<file path="src/rtl/alarm_timer64_pkg.sv">
package alarm_timer64_pkg;
  localparam int ADDR_W = 4;

  localparam logic [ADDR_W-1:0] A_CTRL      = 4'd0;
  localparam logic [ADDR_W-1:0] A_SNAP_TRIG = 4'd1;
  localparam logic [ADDR_W-1:0] A_SNAP_LO   = 4'd2;
  localparam logic [ADDR_W-1:0] A_SNAP_HI   = 4'd3;
  localparam logic [ADDR_W-1:0] A_CMP_LO    = 4'd4;
  localparam logic [ADDR_W-1:0] A_CMP_HI    = 4'd5;
  localparam logic [ADDR_W-1:0] A_PRE_LO    = 4'd6;
  localparam logic [ADDR_W-1:0] A_PRE_HI    = 4'd7;
  localparam logic [ADDR_W-1:0] A_LOAD_TRIG = 4'd8;

  localparam int CB_RUN     = 0;
  localparam int CB_UP      = 1;
  localparam int CB_AUTO    = 2;
  localparam int CB_ARM     = 3;
  localparam int CB_LVL     = 4;
  localparam int CB_EDGE    = 5;
  localparam int CB_DIV_LSB = 16;
endpackage

</file>
<file path="src/rtl/atm_prescaler.sv">
module atm_prescaler #(
  parameter int DIV_W = 16
) (
  input  logic             clk,
  input  logic             rst,
  input  logic             run,
  input  logic [DIV_W-1:0] divider,
  output logic             tick
);
  localparam logic [DIV_W-1:0] MIN_DIV = DIV_W'(2);

  logic [DIV_W-1:0] phase_q;
  logic [DIV_W-1:0] n_eff;
  logic [DIV_W-1:0] last_phase;

  always_comb begin
    n_eff      = (divider < MIN_DIV) ? MIN_DIV : divider;
    last_phase = n_eff - DIV_W'(1);
    tick       = run && (phase_q >= last_phase);
  end

  always_ff @(posedge clk) begin
    if (rst || !run) phase_q <= '0;
    else if (tick)   phase_q <= '0;
    else             phase_q <= phase_q + DIV_W'(1);
  end
endmodule

</file>
<file path="src/rtl/atm_counter.sv">
module atm_counter #(
  parameter int CNT_W = 64
) (
  input  logic             clk,
  input  logic             rst,
  input  logic             tick,
  input  logic             up,
  input  logic             auto_reload,
  input  logic             armed,
  input  logic             force_load,
  input  logic [CNT_W-1:0] load_val,
  input  logic [CNT_W-1:0] alarm_val,
  output logic [CNT_W-1:0] count,
  output logic             fire
);
  assign fire = armed && (count == alarm_val);

  always_ff @(posedge clk) begin
    if (rst)                       count <= '0;
    else if (force_load)           count <= load_val;
    else if (fire && auto_reload)  count <= load_val;
    else if (tick)                 count <= up ? count + CNT_W'(1) : count - CNT_W'(1);
  end
endmodule

</file>
<file path="src/rtl/alarm_timer64.sv">
module alarm_timer64
  import alarm_timer64_pkg::*;
#(
  parameter int DATA_W = 32,
  parameter int DIV_W  = 16
) (
  input  logic              clk,
  input  logic              rst,
  input  logic              wr_en,
  input  logic [ADDR_W-1:0] addr,
  input  logic [DATA_W-1:0] wr_data,
  input  logic              irq_clr,
  output logic [DATA_W-1:0] rd_data,
  output logic              irq_level,
  output logic              irq_edge
);
  localparam int CNT_W = 2 * DATA_W;

  logic run_q, up_q, auto_q, arm_q, lvl_en_q, edge_en_q;
  logic [DIV_W-1:0] div_q;
  logic [CNT_W-1:0] cmp_q, pre_q, snap_q, count;
  logic tick, alarm_fire;
  logic wr_ctrl, wr_snap_trig, wr_load_trig;
  logic [DATA_W-1:0] ctrl_word, rd_next;

  assign wr_ctrl      = wr_en && (addr == A_CTRL);
  assign wr_snap_trig = wr_en && (addr == A_SNAP_TRIG);
  assign wr_load_trig = wr_en && (addr == A_LOAD_TRIG);

  always_ff @(posedge clk) begin
    if (rst) begin
      run_q <= 1'b0; up_q <= 1'b0; auto_q <= 1'b0;
      lvl_en_q <= 1'b0; edge_en_q <= 1'b0; div_q <= '0;
    end else if (wr_ctrl) begin
      run_q     <= wr_data[CB_RUN];
      up_q      <= wr_data[CB_UP];
      auto_q    <= wr_data[CB_AUTO];
      lvl_en_q  <= wr_data[CB_LVL];
      edge_en_q <= wr_data[CB_EDGE];
      div_q     <= wr_data[CB_DIV_LSB +: DIV_W];
    end
  end

  always_ff @(posedge clk) begin
    if (rst)             arm_q <= 1'b0;
    else if (alarm_fire) arm_q <= 1'b0;
    else if (wr_ctrl)    arm_q <= wr_data[CB_ARM];
  end

  always_ff @(posedge clk) begin
    if (rst) begin
      cmp_q <= '0;
      pre_q <= '0;
    end else if (wr_en) begin
      case (addr)
        A_CMP_LO: cmp_q[DATA_W-1:0]      <= wr_data;
        A_CMP_HI: cmp_q[CNT_W-1:DATA_W]  <= wr_data;
        A_PRE_LO: pre_q[DATA_W-1:0]      <= wr_data;
        A_PRE_HI: pre_q[CNT_W-1:DATA_W]  <= wr_data;
        default: ;
      endcase
    end
  end

  always_ff @(posedge clk) begin
    if (rst)               snap_q <= '0;
    else if (wr_snap_trig) snap_q <= count;
  end

  atm_prescaler #(.DIV_W(DIV_W)) u_pre (
    .clk     (clk),
    .rst     (rst),
    .run     (run_q),
    .divider (div_q),
    .tick    (tick)
  );

  atm_counter #(.CNT_W(CNT_W)) u_cnt (
    .clk         (clk),
    .rst         (rst),
    .tick        (tick),
    .up          (up_q),
    .auto_reload (auto_q),
    .armed       (arm_q),
    .force_load  (wr_load_trig),
    .load_val    (pre_q),
    .alarm_val   (cmp_q),
    .count       (count),
    .fire        (alarm_fire)
  );

  always_ff @(posedge clk) begin
    if (rst) begin
      irq_level <= 1'b0;
      irq_edge  <= 1'b0;
    end else begin
      irq_edge <= alarm_fire && edge_en_q;
      if (alarm_fire && lvl_en_q) irq_level <= 1'b1;
      else if (irq_clr)           irq_level <= 1'b0;
    end
  end

  always_comb begin
    ctrl_word                      = '0;
    ctrl_word[CB_RUN]              = run_q;
    ctrl_word[CB_UP]               = up_q;
    ctrl_word[CB_AUTO]             = auto_q;
    ctrl_word[CB_ARM]              = arm_q;
    ctrl_word[CB_LVL]              = lvl_en_q;
    ctrl_word[CB_EDGE]             = edge_en_q;
    ctrl_word[CB_DIV_LSB +: DIV_W] = div_q;
    case (addr)
      A_CTRL:    rd_next = ctrl_word;
      A_SNAP_LO: rd_next = snap_q[DATA_W-1:0];
      A_SNAP_HI: rd_next = snap_q[CNT_W-1:DATA_W];
      A_CMP_LO:  rd_next = cmp_q[DATA_W-1:0];
      A_CMP_HI:  rd_next = cmp_q[CNT_W-1:DATA_W];
      A_PRE_LO:  rd_next = pre_q[DATA_W-1:0];
      A_PRE_HI:  rd_next = pre_q[CNT_W-1:DATA_W];
      default:   rd_next = '0;
    endcase
  end

  always_ff @(posedge clk) begin
    if (rst) rd_data <= '0;
    else     rd_data <= rd_next;
  end
endmodule

</file>
<file path="config.mk">
export PLATFORM = sky130hd
export DESIGN_NAME = alarm_timer64
export DESIGN_NICKNAME = d
export VERILOG_FILES = /design/src/rtl/alarm_timer64_pkg.sv /design/src/rtl/atm_prescaler.sv /design/src/rtl/atm_counter.sv /design/src/rtl/alarm_timer64.sv
export SDC_FILE = /design/constraint.sdc
export NUM_CORES = 1
export LEC_CHECK = 0
export BUFFER_PORTS_ARGS = -buffer_cell sky130_fd_sc_hd__buf_4
export CAP_MARGIN = 20
export CORE_ASPECT_RATIO = 0.7
export CORE_UTILIZATION = 56
export CTS_CLUSTER_SIZE = 16
export DETAILED_ROUTE_END_ITERATION = 16
export PLACE_DENSITY = 0.76
export SYNTH_ARGS = -nofsm -noshare
export SYNTH_HDL_FRONTEND = slang
export SYNTH_SLANG_ARGS = --single-unit
</file>
<file path="constraint.sdc">
create_clock -name clk -period 4.35 [get_ports clk]
set_input_delay 0 -clock clk [delete_from_list [all_inputs] [get_ports clk]]
set_output_delay 0 -clock clk [all_outputs]
set_load 0.1 [all_outputs]
</file>
==> flow_summary.json <==
{
  "synth-edff-count": 0,
  "start_util": 0.570,
  "relSlewSlack": 0.219,
  "worstMarginPinSlew_ns": 1.17,
  "grt_pass1_wl_um": 101000,
  "synthAdderAreaFrac": 0.0575,
  "synth_flop_cell": "dfxtp_1",
  "ant_nets": 0,
  "fillCellCount": 2663,
  "muxShareOfSynthArea": 0.00902,
  "critPathKind": "reg -> reg",
  "critical_path_required_ns": 4.70,
  "grt_pass1_vias": 16400,
  "cts_buffers": 34,
  "worstHoldStart": "addr[2]",
  "fin_crit_ns": 4.11,
  "peakVddDrop_mv": 0.311,
  "cp_cell_sequence": "nor4_1, nand4_1, nand2_1, ha_2, nand3_1, nor4_2, xnor2_1, ha_1, a21o_1, a211o_1, a211oi_2, o31ai_4, nand3_4, buf_4, clkbuf_16, nor2_1, a21oi_1, a211oi_1",
  "ys_types": 80,
  "dp.cells": 2697,
  "grt_max_degree": 218,
  "hold_viol": 0,
  "clock_latency_ns": 0.55,
  "r2r_end": "u_cnt.count[18]",
  "synth_area_per_cell_um2": 7.69,
  "synthToLayoutAreaGrowth_pct": 14.6,
  "critPathArrivalTime_ns": 4.46,
  "cp_max_fo": 16,
  "clk_pin_slew_worst_paths_ns": 0.06,
  "gr-total-overflow": 0,
  "die_x_um": 215,
  "synthArstFlopShare": 0,
  "yosys_warnings": 0,
  "routed_wl_um": 68500,
  "syn-cell-area_um2": 17700,
  "synth_fp_nets": 2429,
  "seq_area_um2": 6570,
  "power_mw": 7.22,
  "final_area_um2": 20300,
  "multi_input_area_um2": 10600,
  "start_kind": "register",
  "min_path_type": "in -> reg",
  "placed_cell_area_um2": 18700,
  "setup_viol": 0,
  "grt_use_total": 0.410,
  "setup.worst_path.end_class": "register",
  "timing.fmax_ghz": 0.243,
  "final_cell_mix": "nand2_1, a21oi_1, dfxtp_1, buf_4, nor2_1",
  "yosys_register_bits": 328,
  "yosys.area_share.xor_xnor": 0.0651,
  "synth-compound-area-share": 0.262,
  "cts_root_buf": "clkbuf_16",
  "place_hpwl_um": 46800,
  "max_cap_viol_count": 0,
  "seq_area_frac_synth": 0.370,
  "die_h_um": 151,
  "port-buffer-count": 73,
  "worstRegToRegCells": 18,
  "rows": 54,
  "synth-simple-area-share": 0.195,
  "slowest_delay_ns": 0.55,
  "vias_per_cell": 6.61,
  "drcViolationCount": 0,
  "p_leak_nw": 8.02,
  "cts_tree": "yes",
  "synth_cells": 2308,
  "min_delay_path_depth": 4,
  "cts_buffer_depth": 3,
  "r2r-start": "div_q[5]",
  "power.density_nw_per_um2": 355,
  "dr.pass1.iters": 9,
  "coreArea_um2": 31100,
  "drive_gt1_frac": 0.0972,
  "hold_end": "rd_data[11]",
  "wire_per_inst_um": 24.5,
  "synth_top_family_by_area": "compound AO/OA/AOI/OAI gates",
  "dieArea_um2": 32400,
  "drtIter0Drc": 3183,
  "antenna_found_initial": 3,
  "r2r_setup_slack_ns": 0.24,
  "h-tree-depth": 2,
  "period_share": 0.945,
  "cts.sinks": 328,
  "fin_skew_ns": 0.0315,
  "layout.nets": 2477,
  "crit_path_top_delay_cell": "nor4_1",
  "dr_total_vias": 18500,
  "gp_congestion": 1.01,
  "final_cells": 2799,
  "status": "completed",
  "final_common_cell": "nand2_1",
  "num_io_pins": 74,
  "drv_slew": 0
}
-- registers in the layout, summed over array words and instances (netlist names) --
register / flops
edge_en_q: 1
div_q: 16
pre_q: 64
u_cnt.count: 64
irq_edge: 1
run_q: 1
u_pre.phase_q: 16
snap_q: 64
up_q: 1
rd_data: 32
lvl_en_q: 1
irq_level: 1
auto_q: 1
arm_q: 1
cmp_q: 64
-- per-layer routing --
metal / vias to the layer above / wire [µm] / part of all wire / global-route usage
li1: 8305 / - / - / -
met1: 8659 / 28200 / 0.41 / 0.583
met2: 1376 / 27100 / 0.40 / 0.563
met3: 171 / 11200 / 0.16 / 0.159
met4: 2 / 1910 / 0.028 / 0.122
met5: - / 48 / 0.00070 / 0.0106
-- power breakdown --
part	total, mW	internal [mW]	leakage, nW	switching (mW)
Combinational	1.20	0.433	4.85	0.766
Sequential	3.07	3.03	2.65	0.0413
Clock	2.95	1.68	0.526	1.27
Total	7.22	5.15	8.02	2.07
-- logic make-up after synthesis --
kind of cell             Yosys count
buffers and inverters            188
XOR/XNOR                         132
multiplexers                      16
AND/OR/NAND/NOR                  818
AO/OA/AOI/OAI                    745
adder cells (fa/ha/maj)           81
flip-flops                       328
-- synth_stat cells, drive strengths merged (5+ instances only) --
| cell | n | area [µm²] |
|---|---|---|
| and3 | 10 | 62.6 |
| o31ai | 10 | 75.1 |
| o211ai | 9 | 67.6 |
| mux2i | 16 | 160 |
| buf | 22 | 119 |
| nand2b | 9 | 56.3 |
| inv | 28 | 105 |
| o22ai | 8 | 50.1 |
| a22oi | 78 | 586 |
| a211oi | 26 | 205 |
| ha | 80 | 1000 |
| nor2 | 129 | 484 |
| nor4 | 22 | 159 |
| or2 | 5 | 31.3 |
| nand3 | 29 | 145 |
| nand2 | 520 | 1950 |
| a31oi | 45 | 282 |
| and2 | 9 | 56.3 |
| xor2 | 60 | 526 |
| nor2b | 9 | 56.3 |
| xnor2 | 72 | 631 |
| a222oi | 22 | 220 |
| o21a | 13 | 98.9 |
| nand4 | 34 | 213 |
| dfxtp | 328 | 6570 |
| nor3 | 29 | 150 |
| a21oi | 354 | 1780 |
| o21ai | 78 | 394 |
| o21bai | 18 | 150 |
| a21o | 38 | 285 |
| or3 | 7 | 43.8 |
| clkbuf | 137 | 515 |
-- area by class of cell --
class	count	share of cell area
multi-input combinational	1792	0.520
clock buffer	49	0.0481
timing repair buffer	171	0.0722
antenna	2	0.000246
inverter	29	0.00535
sequential	328	0.323
tap	420	0.0258
clock inverter	8	0.00541
-- through the flow --
step | setup WS (ns) | setup TNS [ns] | util | hold slack [ns]
4_1_cts | 0.0146 | 0 | 0.649 | 0.197
3_5_place_dp | -0.108 | -0.242 | 0.601 | 0.284
2_1_floorplan | 0.201 | 0 | - | 0.136
3_3_place_gp | 0.0318 | 0 | 0.601 | 0.274
6_report | 0.240 | 0 | 0.653 | 0.243
5_1_grt | -0.0407 | -0.0674 | 0.653 | 0.234
-- worst max-delay path by stage --
stage	from	to	cells past startpoint	slack, ns
2_1_floorplan	div_q[9]	u_cnt.count[22]	21	0.20
3_3_place_gp	div_q[11]	u_cnt.count[57]	18	0.03
3_5_place_dp	div_q[11]	u_cnt.count[57]	16	-0.11
4_1_cts	div_q[11]	u_cnt.count[21]	17	0.01
5_1_grt	div_q[11]	u_cnt.count[32]	19	-0.04
6_report	div_q[5]	u_cnt.count[18]	18	0.24
-- worst max-delay path: cells and delay by family, from the launching register on --
family / cells / cell delay (ns)
DFF: 1 / 0.40
xor gates and xnor gates: 1 / 0.12
buffers and inverters: 2 / 0.37
and+or+nand+nor: 7 / 1.59
AOI/OAI and AO/OA: 6 / 1.04
adders and majority gates: 2 / 0.41
-- what timing repair did --
action	4_1_cts	5_1_grt
endpoints found under the setup margin	11	64
hold endpoints to repair	151	0
setup buffers	0	3
resized for setup	2	18
cloned	0	1
hold buffers	39	0
pin swaps	0	2
(Power assumes the default switching activity.)
